===== config.mk =====
export PLATFORM = sky130hd
export DESIGN_NAME = interval_timer
export DESIGN_NICKNAME = d
export VERILOG_FILES = /design/src/rtl/interval_timer.sv
export SDC_FILE = /design/constraint.sdc
export NUM_CORES = 1
export LEC_CHECK = 0
export ABC_AREA = 1
export BUFFER_PORTS_ARGS = -buffer_cell sky130_fd_sc_hd__buf_2
export CELL_PAD_IN_SITES_DETAIL_PLACEMENT = 0
export CELL_PAD_IN_SITES_GLOBAL_PLACEMENT = 1
export CORE_ASPECT_RATIO = 0.8
export CORE_MARGIN = 3
export CORE_UTILIZATION = 40
export DETAILED_ROUTE_END_ITERATION = 12
export PLACE_DENSITY_LB_ADDON = 0.1
export SKIP_LAST_GASP = 1
export SLEW_MARGIN = 40
export SYNTH_ARGS = -nofsm -noshare
export SYNTH_HDL_FRONTEND = slang
export SYNTH_SLANG_ARGS = --single-unit

===== constraint.sdc =====
create_clock -name clk -period 4.1 [get_ports clk]
set_clock_uncertainty 0.1 [all_clocks]
set_input_delay 0.205 -clock clk [delete_from_list [all_inputs] [get_ports clk]]
set_output_delay 0.205 -clock clk [all_outputs]
set_load 0.02 [all_outputs]

===== src/rtl/interval_timer.sv =====
module interval_timer #(
  parameter int CNT_W    = 16,
  parameter int TICK_DIV = 2500
) (
  input  logic             clk,
  input  logic             rst_n,
  input  logic             load_we,
  input  logic [CNT_W-1:0] load_wdata,
  input  logic             en_we,
  input  logic             en_wdata,
  input  logic             ie_we,
  input  logic             ie_wdata,
  input  logic             sts_we,
  input  logic             sts_wdata,
  output logic [CNT_W-1:0] load_q,
  output logic             en_q,
  output logic             ie_q,
  output logic [CNT_W-1:0] cnt_q,
  output logic             sts_q,
  output logic             irq
);
  localparam int PW = (TICK_DIV > 1) ? $clog2(TICK_DIV) : 1;
  localparam logic [PW-1:0] PRE_LAST = PW'(TICK_DIV - 1);

  logic [PW-1:0] pre_q;

  wire en_rise = en_we && en_wdata && !en_q;
  wire en_fall = en_we && !en_wdata && en_q;
  wire restart = en_rise || (load_we && en_q);
  wire tick    = en_q && !restart && (pre_q == PRE_LAST);
  wire wrap    = tick && (cnt_q == '0);
  wire [CNT_W-1:0] load_nxt = en_fall ? '1 : (load_we ? load_wdata : load_q);

  assign irq = sts_q & ie_q;

  always_ff @(posedge clk) begin
    if (!rst_n) begin
      load_q <= '1;
      cnt_q  <= '1;
      en_q   <= 1'b0;
      ie_q   <= 1'b0;
      sts_q  <= 1'b0;
      pre_q  <= '0;
    end else begin
      load_q <= load_nxt;
      if (en_we) en_q <= en_wdata;
      if (ie_we) ie_q <= ie_wdata;
      if (wrap) sts_q <= 1'b1;
      else if (sts_we && sts_wdata) sts_q <= 1'b0;
      if (restart) cnt_q <= load_nxt;
      else if (tick) cnt_q <= cnt_q - 1'b1;
      if (!en_q || restart || pre_q == PRE_LAST) pre_q <= '0;
      else pre_q <= pre_q + 1'b1;
    end
  end

  assert_load_on_en_R2: assert property (@(posedge clk) disable iff (!rst_n)
    (!en_q && en_we && en_wdata && !load_we) |=> cnt_q == $past(load_q));

  assert_step_R3: assert property (@(posedge clk) disable iff (!rst_n)
    (en_q && !load_we) |=> (cnt_q == $past(cnt_q) || cnt_q == CNT_W'($past(cnt_q) - 1'b1)));

  // also covers R11: the wrap sets the flag even when a clear is written
  assert_wrap_R4: assert property (@(posedge clk) disable iff (!rst_n)
    wrap |=> (&cnt_q) && sts_q);

  assert_sticky_R5: assert property (@(posedge clk) disable iff (!rst_n)
    (sts_q && !(sts_we && sts_wdata)) |=> sts_q);

  assert_preload_ones_R8: assert property (@(posedge clk) disable iff (!rst_n)
    (en_q && en_we && !en_wdata) |=> &load_q);

  assert_cnt_hold_R10: assert property (@(posedge clk) disable iff (!rst_n)
    (!en_q && !(en_we && en_wdata)) |=> ($stable(cnt_q) && !(sts_q && !$past(sts_q))));
endmodule


== Yosys cells after proc, flatten, opt, wreduce, memory -nomap -nowiden ==
Index checks and enable logic that the tools add are counted.
Word-level totals
  input bits: 25
  logic and storage cells: 36
  flip-flop bits (word level): 47
  output and inout port bits: 36
Operators by class
  reduce and logical (&&, ||, !) cells: 19
  multiplexer cells: 6
  bitwise logic cells: 2
  eq/ne operators: 1
  add/sub/neg operators: 2
Operator list (number)
  $mux 16: 4
  $logic_not 16->1: 1
  $sub 16x1->16 const B: 1
  $add 12x1->12 const B: 1
  $eq 12x12->1 const B: 1
  $logic_and 1x1->1: 9
  $reduce_bool 2->1: 2
  $logic_not 1->1: 3
  $logic_or 1x1->1: 3
  $mux 1: 2
  $reduce_or 2->1: 1
  $and 1x1->1: 1
  $not 1->1: 1

== Longest topological paths before layout ==
Gate-level depths: netlist of the first run.
  depth in word-level cells: 8
  depth in mapped cells: 10
  mapped depth without buffers: 10

== Worst setup path before layout of the first run ==
No wires, ideal clock.
  kind: flip-flop to flip-flop
  start: register cnt_q[0]
  end: register sts_q
  period minus slack after synthesis: 1.514 ns
  buffers on the path: 0
  arrival: 1.358 ns
  library setup time: 0.056 ns
  data required time: 3.944 ns
  slack: 2.586 ns
  cell stages (with the launch flop): 11
  cell sequence: dfxtp_1 -> inv_1 -> ha_1 -> nand3_2 -> nor2_2 -> nand3_1 -> nor2_1 -> nand3_2 -> nand2_1 -> nand2_1 -> inv_1
On the way
  longest elaborated chain between the ends: 3
  elaborated cells between the ends (all ways): 4
  those cells by class: 1 x mux; 3 x reduce/logical
RTL lines
  start, declared: RTL line 18  | output logic [CNT_W-1:0] cnt_q,
  start signal, assigned: RTL line 50  | if (restart) cnt_q <= load_nxt;
  start signal, assigned: RTL line 51  | else if (tick) cnt_q <= cnt_q - 1'b1;
  $logic_not 16->1 (*): RTL line 31  | wire wrap = tick && (cnt_q == '0);
  $logic_and 1x1->1 (*): RTL line 31
  $mux 1 / $reduce_bool 2->1 (equally long branches)
  end signal, assigned: RTL line 42  | sts_q <= 1'b0;
  end signal, assigned: RTL line 48  | if (wrap) sts_q <= 1'b1;
  end signal, assigned: RTL line 49  | else if (sts_we && sts_wdata) sts_q <= 1'b0;
  end, declared: RTL line 19  | output logic sts_q,
Every way passes the cells marked *; elsewhere a longest branch is shown, timed or not.
A chain may end at the register's enable or synchronous reset.

== Final worst setup path of the first run ==
Ends and elaborated chain as after synthesis.

==> run_results.csv, run 1 <==
group,metric,value,unit
sta,report.final.hold_viol_count,0,
synth,postSynthAreaPerCell,6.75,µm²
synth,number_of_flip_flops_and_latches_in_the_synthesized_netlist,47,
cts,cts_tree,"built",
sta,max-slew-margin-rel,61.7,%
cts,clock_tree.htree_level_count,2,
critical_path,end_kind,"flop",
cts,clk-insertion-delay-late,300,ps
sta,fmaxAchievable,0.558,GHz
synth,ys_top_cells_by_count,"113 x nand2_1, 47 x dfxtp_1, 36 x nand3_1, 35 x nor2_1, 33 x inv_1",
sta,fin_crit,1790,ps
global_route,pin_count_of_the_biggest_net_entering_global_routing,29,
detailed_routing,detail_route.drc_violations,0,
critical_path,r2r.worst_path.cells,10,
finish,post_route_cells_drive_above_1_share,22.9,%
global_route,grt_antenna_before_repair,0,
sta,tns,0,ps
floorplan,die_width,94.7,µm
hold_path,timing.hold.worst_path_depth,3,
synth,synth_seq_area_share,37.4,%
finish,syn_to_final_growth,15.7,%
synth,synth.top_cell.area_share,37.4,%
critical_path,criticalPathCategory,"flop to flop",
detailed_routing,initialDrtViolationCount,156,
synth,yosysWarningCount,0,
synth,synth_most_common_cell,"nand2_1",
critical_path,regToRegStartpoint,"cnt_q[0]",
floorplan,chipHeight,77.0,µm
critical_path,r2r-end,"sts_q",
power_and_ir_drop,seq_power_share,52.5,%
power_and_ir_drop,power.share.combinational,20.5,%
synth,yosysUniqueCellTypes,33,
critical_path,worstPathRequired,4250,ps
detailed_routing,detail_route.wirelength,6830,µm
sta,rsz0062_at_grt,"false",
power_and_ir_drop,total_power,972,µW
sta,tightestPinTransition,575,ps
detailed_routing,vias_per_cell,4.93,
cts,cts_root_buffer,"clkbuf_8",
critical_path,critPathCapture,"sts_q",
placement,gp_routability_congestion,0.850,
cts,num_clock_sinks,47,
global_route,overflow,0,
cts,cts_buffer_depth,2,
finish,final_nets,456,
synth,netlist_top_cells_area,"dfxtp_1 37%, nand2_1 17%, nand3_1 7.2%",
power_and_ir_drop,pwr_density_cell,334,nW/µm²
finish,n_antenna_cell,0,
power_and_ir_drop,cell_internal_pwr,666,µW
run_status,status,"complete, no violations",
placement,numPortBuffers,60,
power_and_ir_drop,netSwitchingFraction,31.5,%
critical_path,critical_path.startpoint_type,"flop",
synth,synth-edff-count,0,
global_route,gr-usage-all-layers,19.6,%
floorplan,rows,25,
detailed_routing,drt.antenna.violating_nets,0,
power_and_ir_drop,power_leakage,1.40,nW
floorplan,full_die_area,7290,µm²
hold_path,worst_hold_path_type,"input port to flop",
synth,synth_largest_area_cell,"dfxtp_1",
synth,post_synth_instance_area,2520,µm²
synth,synth_top_flop_cell,"dfxtp_1",
floorplan,core_region_area,6010,µm²
power_and_ir_drop,power.ir.vdd_worst,156,µV
cts,clock_transition_at_path_regs,90,ps
synth,mappedNetlistNets,400,
power_and_ir_drop,clock_power_share,27.0,%
critical_path,critical_path.max_fanout,5,
global_route,first_global_vias,2316,
detailed_routing,detail_route.first_pass.iterations,4,
sta,slew_violations,0,
synth,async_reset_ff_share,0,%
sta,setup_viol,0,
floorplan,num_io_pins,61,
critical_path,critical_path_arrival,1940,ps
placement,place.detailed.hpwl,5170,µm
cts,cts-buffers-inserted,5,
synth,postSynthCellCount,373,
sta,fin_crit_sh,43.7,%
detailed_routing,dr_total_vias,2508,
global_route,grt_first_pass_wirelength,11300,µm
detailed_routing,wire_per_inst,13.4,µm
critical_path,worstSetupStartpoint,"cnt_q[0]",
floorplan,start_util,41.9,%
flow_run,cap_viol_max_count,0,
power_and_ir_drop,p_switching,306,µW
critical_path,ff2ff_setup_slack,2310,ps
[worst min-delay path by stage]
stage               slack (ps)    to     start
floorplan                  200  ie_q     ie_we
global placement           300  ie_q     ie_we
detailed placement         300  ie_q     ie_we
CTS                         20  ie_q  ie_wdata
global route                60  ie_q  ie_wdata
finish                      30  ie_q  ie_wdata
[layer usage]
layer  share of wire [%]  GRT usage (%)  routed length (µm)  up-vias
li1                    -              -                   -     1318
met1                  52           29.7                3550     1108
met2                  40           28.7                2730       77
met3                 7.5           4.61                 512        5
met4                0.64           2.59                  44        0
met5                   0              0                   0        -
[metrics by stage]
step	cells	worst slack [ps]	cell area, µm²	util [%]	hold slack, ps
3_3_place_gp	502	2250	2830	47.0	296
3_5_place_dp	502	2190	2830	47.0	303
2_1_floorplan	373	2590	2520	-	198
5_1_grt	509	2140	2910	48.5	60.8
6_report	509	2310	2910	48.5	31.1
4_1_cts	509	2170	2910	48.4	21.4
[logic make-up (layout without fill, tap and decap cells)]
group | count (synthesis) | after routing | synth area share [%]
AOI/OAI and AO/OA | 35 | 35 | 8.25
xor gates and xnor gates | 2 | 2 | 0.696
adders and majority gates | 2 | 2 | 0.994
buffers and inverters | 56 | 111 | 10.4
DFF | 47 | 47 | 37.4
and+or+nand+nor | 231 | 231 | 42.3
[sequential cells by signal, summed over array words and instances, names as in the netlist]
name / flops
cnt_q: 16
en_q: 1
ie_q: 1
load_q: 16
pre_q: 12
sts_q: 1
[critical path, stage by stage (launching register included)]
cell	delay, ps
dfxtp_1	310
inv_1	120
ha_1	250
nand3_2	120
nor2_2	230
nand3_1	170
nor2_1	200
nand3_2	80
nand2_1	60
nand2_1	40
inv_1	60
[placed cells by master, fill, tap and decap left out, drive strengths merged]
| master | instances |
|---|---|
| nand2 | 117 |
| buf | 60 |
| dfxtp | 47 |
| nand3 | 43 |
| inv | 41 |
| nor2 | 40 |
| nand4 | 20 |
| a21oi | 16 |
| o21ai | 12 |
| nor3 | 6 |
| clkbuf | 6 |
| o211ai | 4 |
| clkinv | 3 |
| or2 | 3 |
| xor2 | 2 |
| ha | 2 |
| a31oi | 1 |
| and2 | 1 |
| o21a | 1 |
| nor3b | 1 |
| a211oi | 1 |
| dlygate4sd3 | 1 |
[layout make-up]
cell class	count	area [µm²]
fill	665	3090
multi-input combinational	270	1320
sequential	47	941
timing repair buffer	61	310
inverter	44	168
tap	81	101
clock buffer	6	72.6
[repair_timing]
action	CTS	global route
setup buffers	0	0
hold buffers	1	0
resized for setup	0	0
endpoints found under the hold margin	1	0
[power groups by stage]
| stage | sequential [mW] | clock [mW] | combinational [mW] |
|---|---|---|---|
| 3_3_place_gp | 0.521 | 0 | 0.199 |
| 5_1_grt | 0.516 | 0.292 | 0.225 |
| 3_5_place_dp | 0.521 | 0 | 0.200 |
| 4_1_cts | 0.511 | 0.278 | 0.202 |
| 6_report | 0.510 | 0.262 | 0.199 |
| 2_1_floorplan | 0.549 | 0 | 0.111 |
Power figures use the tool's default switching activity.
==> run 2: changes to the inputs <==
- ABC_AREA: 1 -> 0
- CORE_UTILIZATION: 40 -> 38
- clock period: 4.1 -> 1.9 ns (I/O delays scaled with it)
==> run 2 against run 1 <==
The flow now finishes with violations (setup timing). Core utilization up 11 points. Count of clock-buffer cells in the layout unchanged. Fmax down 10%. Register-to-register slack worse by 2400 ps. Flip-flop and latch count unchanged. Synthesized cell count down 38%. Global-route usage down 2.3 points. Sequential share of layout area down 2.1 points. Combinational power up 71%.
==> run_results.csv, run 2 <==
group,metric,value,unit
detailed_routing,wire_per_inst,13.3,µm
sta,fin_hold_ws,23.8,ps
sta,worst_slack,-97.2,ps
finish,syn_to_final_growth,44.5,%
synth,post_synth_instance_area,2170,µm²
sta,max-slew-margin-rel,78.4,%
synth,synth_most_common_cell,"dfxtp_1",
cts,cts-buffers-inserted,5,
synth,yosysUniqueCellTypes,45,
hold_path,worst_hold_path_type,"input port to flop",
critical_path,critical_path.startpoint_type,"flop",
critical_path,critical_path_arrival,2090,ps
synth,mappedNetlistNets,257,
floorplan,full_die_area,6650,µm²
synth,synth.top_cell.area_share,43.4,%
detailed_routing,detail_route.first_pass.iterations,4,
synth,synth_largest_area_cell,"dfxtp_1",
detailed_routing,drt.antenna.violating_nets,0,
run_status,status,"finished with violations",
floorplan,die_width,90.4,µm
global_route,gr-usage-all-layers,17.3,%
sta,setup_viol,14,
floorplan,start_util,41.1,%
power_and_ir_drop,power.ir.vdd_worst,422,µV
power_and_ir_drop,pwr_density_cell,675,nW/µm²
finish,n_antenna_cell,0,
floorplan,core_region_area,5270,µm²
sta,report.final.hold_viol_count,0,
detailed_routing,dr_total_vias,2006,
placement,pre_cts_slack,-112,ps
sta,rsz0062_at_grt,"true",
global_route,pin_count_of_the_biggest_net_entering_global_routing,22,
cts,num_clock_sinks,47,
detailed_routing,initialDrtViolationCount,82,
cts,clk-insertion-delay-late,300,ps
finish,finalCoreUtilization,59.4,%
detailed_routing,vias_per_cell,4.81,
synth,ys_top_cells_by_count,"47 x dfxtp_1, 25 x nand2_1, 22 x nor2_1, 14 x mux2i_1, 12 x xnor2_1",
finish,leading_cell_types_in_the_layout_fill_and_taps_excluded,"60 x buf_2, 43 x dfxtp_1, 31 x buf_4",
global_route,grt_first_pass_wirelength,9260,µm
cts,clock_tree.htree_level_count,2,
finish,largest_registers_ranked_by_flip_flop_count,"cnt_q (16), load_q (16), pre_q (12)",
synth,number_of_flip_flops_and_latches_in_the_synthesized_netlist,47,
finish,post_route_cells_drive_above_1_share,35.1,%
placement,gp_routability_congestion,0.778,
synth,netlist_top_cells_area,"dfxtp_1 43%, mux2i_1 6.5%, xnor2_1 4.9%",
sta,fmaxAchievable,0.501,GHz
critical_path,worstPathRequired,2000,ps
finish,regArea,946,µm²
floorplan,rows,23,
sta,slew_violations,0,
sta,fin_crit,2000,ps
run_status,violations,"setup timing",
cts,cts_tree,"built",
placement,place.detailed.hpwl,4170,µm
critical_path,end_kind,"flop",
synth,synth-edff-count,0,
finish,multi_input_combinational_cell_area,1190,µm²
floorplan,num_io_pins,61,
floorplan,chipHeight,73.5,µm
detailed_routing,detail_route.wirelength,5560,µm
finish,final_nets,369,
synth,synth_seq_area_share,43.4,%
finish,fillCellCount,511,
critical_path,critical_path.max_fanout,5,
cts,cts_buffer_depth,2,
synth,yosysWarningCount,0,
placement,numPortBuffers,60,
sta,fin_crit_sh,105,%
flow_run,cap_viol_max_count,0,
finish,mostFrequentLayoutCell,"buf_2",
synth,postSynthCellCount,230,
power_and_ir_drop,power_leakage,1.34,nW
global_route,grt_antenna_before_repair,0,
critical_path,criticalPathCategory,"flop to flop",
detailed_routing,detail_route.drc_violations,0,
cts,clock_transition_at_path_regs,90,ps
cts,cts_root_buffer,"clkbuf_8",
synth,postSynthAreaPerCell,9.42,µm²
synth,synth_top_flop_cell,"dfxtp_1",
synth,async_reset_ff_share,0,%
sta,tightestPinTransition,324,ps
global_route,overflow,0,
global_route,first_global_vias,1904,
==> run 2: cell count changes after synthesis, moves of 7 or more <==
cell	change
nor2_1	-13
nand3_1	-29
a21oi_1	-11
xnor2_1	+12
inv_2	-7
mux2i_1	+14
nand4_1	-16
nand2_1	-88
inv_1	-28
==> run 2: cell type report <==
type	count	share of cell area [%]
flip-flops and latches	47	30.2
clock buffers	6	2.32
clock inverters	1	0.960
repair buffers	114	24.8
well taps	75	3.00
multi-input cells	169	38.1
inverters	5	0.600
==> run 2: worst paths after layout <==
path	start	end	depth (start not counted)	slack, ps
hold reg to reg	load_q[4]	load_q[4]	2	410
hold / removal	en_wdata	en_q	3	20
setup / recovery	cnt_q[1]	cnt_q[9]	6	-100
setup reg to reg	cnt_q[1]	cnt_q[9]	6	-100
==> run 2: stage by stage <==
stage / setup TNS (ps) / instance area, µm² / power [mW] / cells
after global routing: -2880 / 3130 / 2.20 / 417
after global placement: -381 / 2780 / 1.39 / 389
after floorplan: -228 / 2180 / 1.26 / 230
after CTS: -724 / 3090 / 2.13 / 415
final: -839 / 3130 / 2.11 / 417
after detailed placement: -680 / 2780 / 1.39 / 389
==> run 2: logic make-up (layout without fill, tap and decap cells) <==
kind of cell    count (synthesis)  in the layout  synth area share (%)
flops                          47             47                  43.4
compound gates                 30             30                  9.24
xor+xnor                       19             19                  7.68
mux                            14             14                  6.47
buf+inv                        14            126                  3.29
simple gates                  104            104                  28.7
fa+ha+maj                       2              2                  1.16
==> run 2: where the power goes <==
part           switching, mW  internal [mW]
Combinational          0.182          0.159
Sequential            0.0306           1.03
Clock                  0.324          0.386
==> run 2: timing repair <==
action,4_1_cts,5_1_grt
buffers inserted,0,2
hold buffers,19,0
endpoints found under the setup margin,14,29
pin swaps,14,8
resized for setup,7,4
hold endpoints to repair,18,0
==> run 2: routing by layer <==
metal  global-route usage (%)  vias up  wire (µm)
met2                     25.9       55       2300
met1                     25.0      910       2870
met3                     4.40        6        331
met4                     4.58        0         56
met5                        0        -          0
li1                         -     1035          -
==> run 2: critical path, cell delays in order (launching register included) <==
cell     delay, ps
dfxtp_2        330
or4b_4         540
nor4_4         350
buf_4          190
nand4_1         90
xnor2_1        140
o22a_1         150
==> run 3: changes to the inputs <==
==> constraint.sdc (replaced) <==
create_clock -name clk -period 1.9 [get_ports clk]
set_clock_uncertainty 0.1 [all_clocks]
set_input_delay 0.095 -clock clk [delete_from_list [all_inputs] [get_ports clk]]
set_output_delay 0.095 -clock clk [all_outputs]
set_load 0.1 [all_outputs]
==> run 3 against run 2 <==
The flow still finishes with violations (setup timing). Critical path depth stayed put. Total power grew 14%. Hold slack gained 57 ps. Final area rose by 3.5%.
==> run_results.csv, run 3 (synthesis gave the netlist of run 2 again) <==
group,metric,value,unit
run_status,status,"finished with violations",
run_status,violations,"setup timing",
global_route,grt_first_pass_wirelength,9430,µm
critical_path,critical_path_arrival,2130,ps
sta,worst_slack,-131,ps
global_route,groute.layer.met1.usage,25.1,%
cts,cts_buffer_depth,2,
critical_path,critPathCapture,"cnt_q[15]",
critical_path,end_kind,"flop",
power_and_ir_drop,clock_power_share,30.0,%
placement,place.detailed.hpwl,4170,µm
detailed_routing,detail_route.first_pass.iterations,4,
finish,largest_registers_ranked_by_flip_flop_count,"cnt_q (16), load_q (16), pre_q (12)",
cts,cts-buffers-inserted,5,
sta,tightestPinTransition,499,ps
sta,fin_hold_ws,81.2,ps
power_and_ir_drop,power.ir.vdd_worst,375,µV
sta,fin_crit,2030,ps
global_route,overflow,0,
detailed_routing,vias_per_cell,4.80,
critical_path,r2r.worst_path.cells,6,
global_route,gr-max-usage-layer,"met2",
critical_path,critical_path.startpoint_type,"flop",
sta,slew_violations,0,
power_and_ir_drop,pwr_density_cell,741,nW/µm²
global_route,gr-usage-met2,26.8,%
global_route,grt_util_met3,4.09,%
finish,final_nets,371,
flow_run,cap_viol_max_count,0,
hold_path,timing.hold.worst_path_depth,3,
finish,mostFrequentLayoutCell,"buf_2",
detailed_routing,detail_route.drc_violations,0,
critical_path,worstPathRequired,2000,ps
finish,leading_cell_types_in_the_layout_fill_and_taps_excluded,"60 x buf_2, 31 x dfxtp_1, 30 x buf_4",
cts,clock_transition_at_path_regs,90,ps
sta,report.final.hold_viol_count,0,
placement,gp_routability_congestion,0.826,
cts,cts_root_buffer,"clkbuf_8",
floorplan,full_die_area,6650,µm²
power_and_ir_drop,power.share.combinational,25.7,%
power_and_ir_drop,p_switching,821,µW
power_and_ir_drop,netSwitchingFraction,34.2,%
detailed_routing,dr_total_vias,2016,
sta,max-slew-margin-rel,67.0,%
sta,fmaxAchievable,0.492,GHz
power_and_ir_drop,power_leakage,1.37,nW
detailed_routing,wire_per_inst,13.5,µm
power_and_ir_drop,cell_internal_pwr,1.58,mW
placement,dp_cells,386,
finish,post_route_cells_drive_above_1_share,40.9,%
cts,clk-insertion-delay-late,300,ps
critical_path,regToRegStartpoint,"pre_q[5]",
detailed_routing,drt.antenna.violating_nets,0,
cts,cts_tree,"built",
floorplan,num_io_pins,61,
sta,fin_crit_sh,107,%
detailed_routing,initialDrtViolationCount,87,
critical_path,r2r-end,"cnt_q[15]",
global_route,gr-usage-all-layers,17.6,%
cts,clock_tree.htree_level_count,2,
finish,n_antenna_cell,0,
floorplan,rows,23,
placement,numPortBuffers,60,
detailed_routing,detail_route.wirelength,5670,µm
finish,post_layout_nonfiller_instances,420,
critical_path,criticalPathCategory,"flop to flop",
sta,rsz0062_at_grt,"true",
global_route,first_global_vias,1951,
floorplan,chipHeight,73.5,µm
hold_path,worst_hold_path_type,"input port to flop",
power_and_ir_drop,seq_power_share,44.3,%
cts,num_clock_sinks,47,
global_route,grt_antenna_before_repair,0,
critical_path,worstSetupStartpoint,"pre_q[5]",
floorplan,die_width,90.4,µm
sta,setup_viol,18,
floorplan,start_util,41.1,%
floorplan,core_region_area,5270,µm²
finish,syn_to_final_growth,49.5,%
critical_path,critical_path.max_fanout,3,
critical_path,ff2ff_setup_slack,-130,ps
global_route,pin_count_of_the_biggest_net_entering_global_routing,23,
## run 3: cell types whose count changed in the layout (fill, tap and decap cells not counted), moves of 2 or more
cell and change:
dfxtp_2 +6, dlygate4sd3_1 +2, dfxtp_4 +6, nor2_1 -2, dfxtp_1 -12, nand3_1 -2, nand3_2 +2
## run 3: area by class of cell
cell class | count | area, µm²
Clock buffer | 5 | 68.8
Clock inverter | 3 | 38.8
Fill cell | 486 | 2030
Inverter | 5 | 18.8
Multi-Input combinational cell | 169 | 1240
Sequential cell | 47 | 976
Tap cell | 75 | 93.8
Timing Repair Buffer | 116 | 801
## run 3: worst min-delay path by stage
stage,from,to,slack [ps]
final,rst_n,load_q[2],80
after global routing,rst_n,load_q[1],80
after CTS,rst_n,load_q[1],70
after detailed placement,load_wdata[13],load_q[13],240
after global placement,load_wdata[1],load_q[1],230
after floorplan,load_wdata[2],load_q[2],140
## run 3: critical path, stage by stage (launching register included)
cell and delay (ps):
dfxtp_2 330, or4_4 570, nor4_4 370, buf_4 180, nand4_1 80, xnor2_1 140
o22a_1 160
## run 3: repair_timing
| action | CTS | global route |
|---|---|---|
| pin swaps | 12 | 10 |
| resized for setup | 3 | 11 |
| setup endpoints to repair | 18 | 28 |
| hold endpoints to repair | 18 | 0 |
| hold buffers | 21 | 0 |
| buffers inserted | 2 | 3 |
## run 3: through the flow
| stage | power (mW) | setup TNS (ps) | instance area [µm²] | util, % | setup slack, ps |
|---|---|---|---|---|---|
| after floorplan | 1.54 | -836 | 2250 | - | -189 |
| final | 2.40 | -1120 | 3240 | 61.5 | -131 |
| after global placement | 1.66 | -1660 | 2820 | 53.6 | -164 |
| after detailed placement | 1.66 | -2080 | 2820 | 53.6 | -203 |
| after global routing | 2.50 | -3190 | 3240 | 61.5 | -222 |
| after CTS | 2.42 | -725 | 3160 | 60.1 | -142 |
## run 3: power by group through the flow
stage	Clock [mW]	Combinational [mW]	Sequential, mW
floorplan	0	0.125	1.41
global placement	0	0.576	1.08
detailed placement	0	0.578	1.09
CTS	0.743	0.613	1.06
global route	0.780	0.649	1.07
finish	0.720	0.616	1.06
## run 3: layer usage
layer	share of wire (%)	vias up	routed length (µm)
met1	52	918	2940
met3	4.9	7	277
li1	-	1041	-
met5	0	-	0
met4	1.2	0	68
met2	42	50	2390
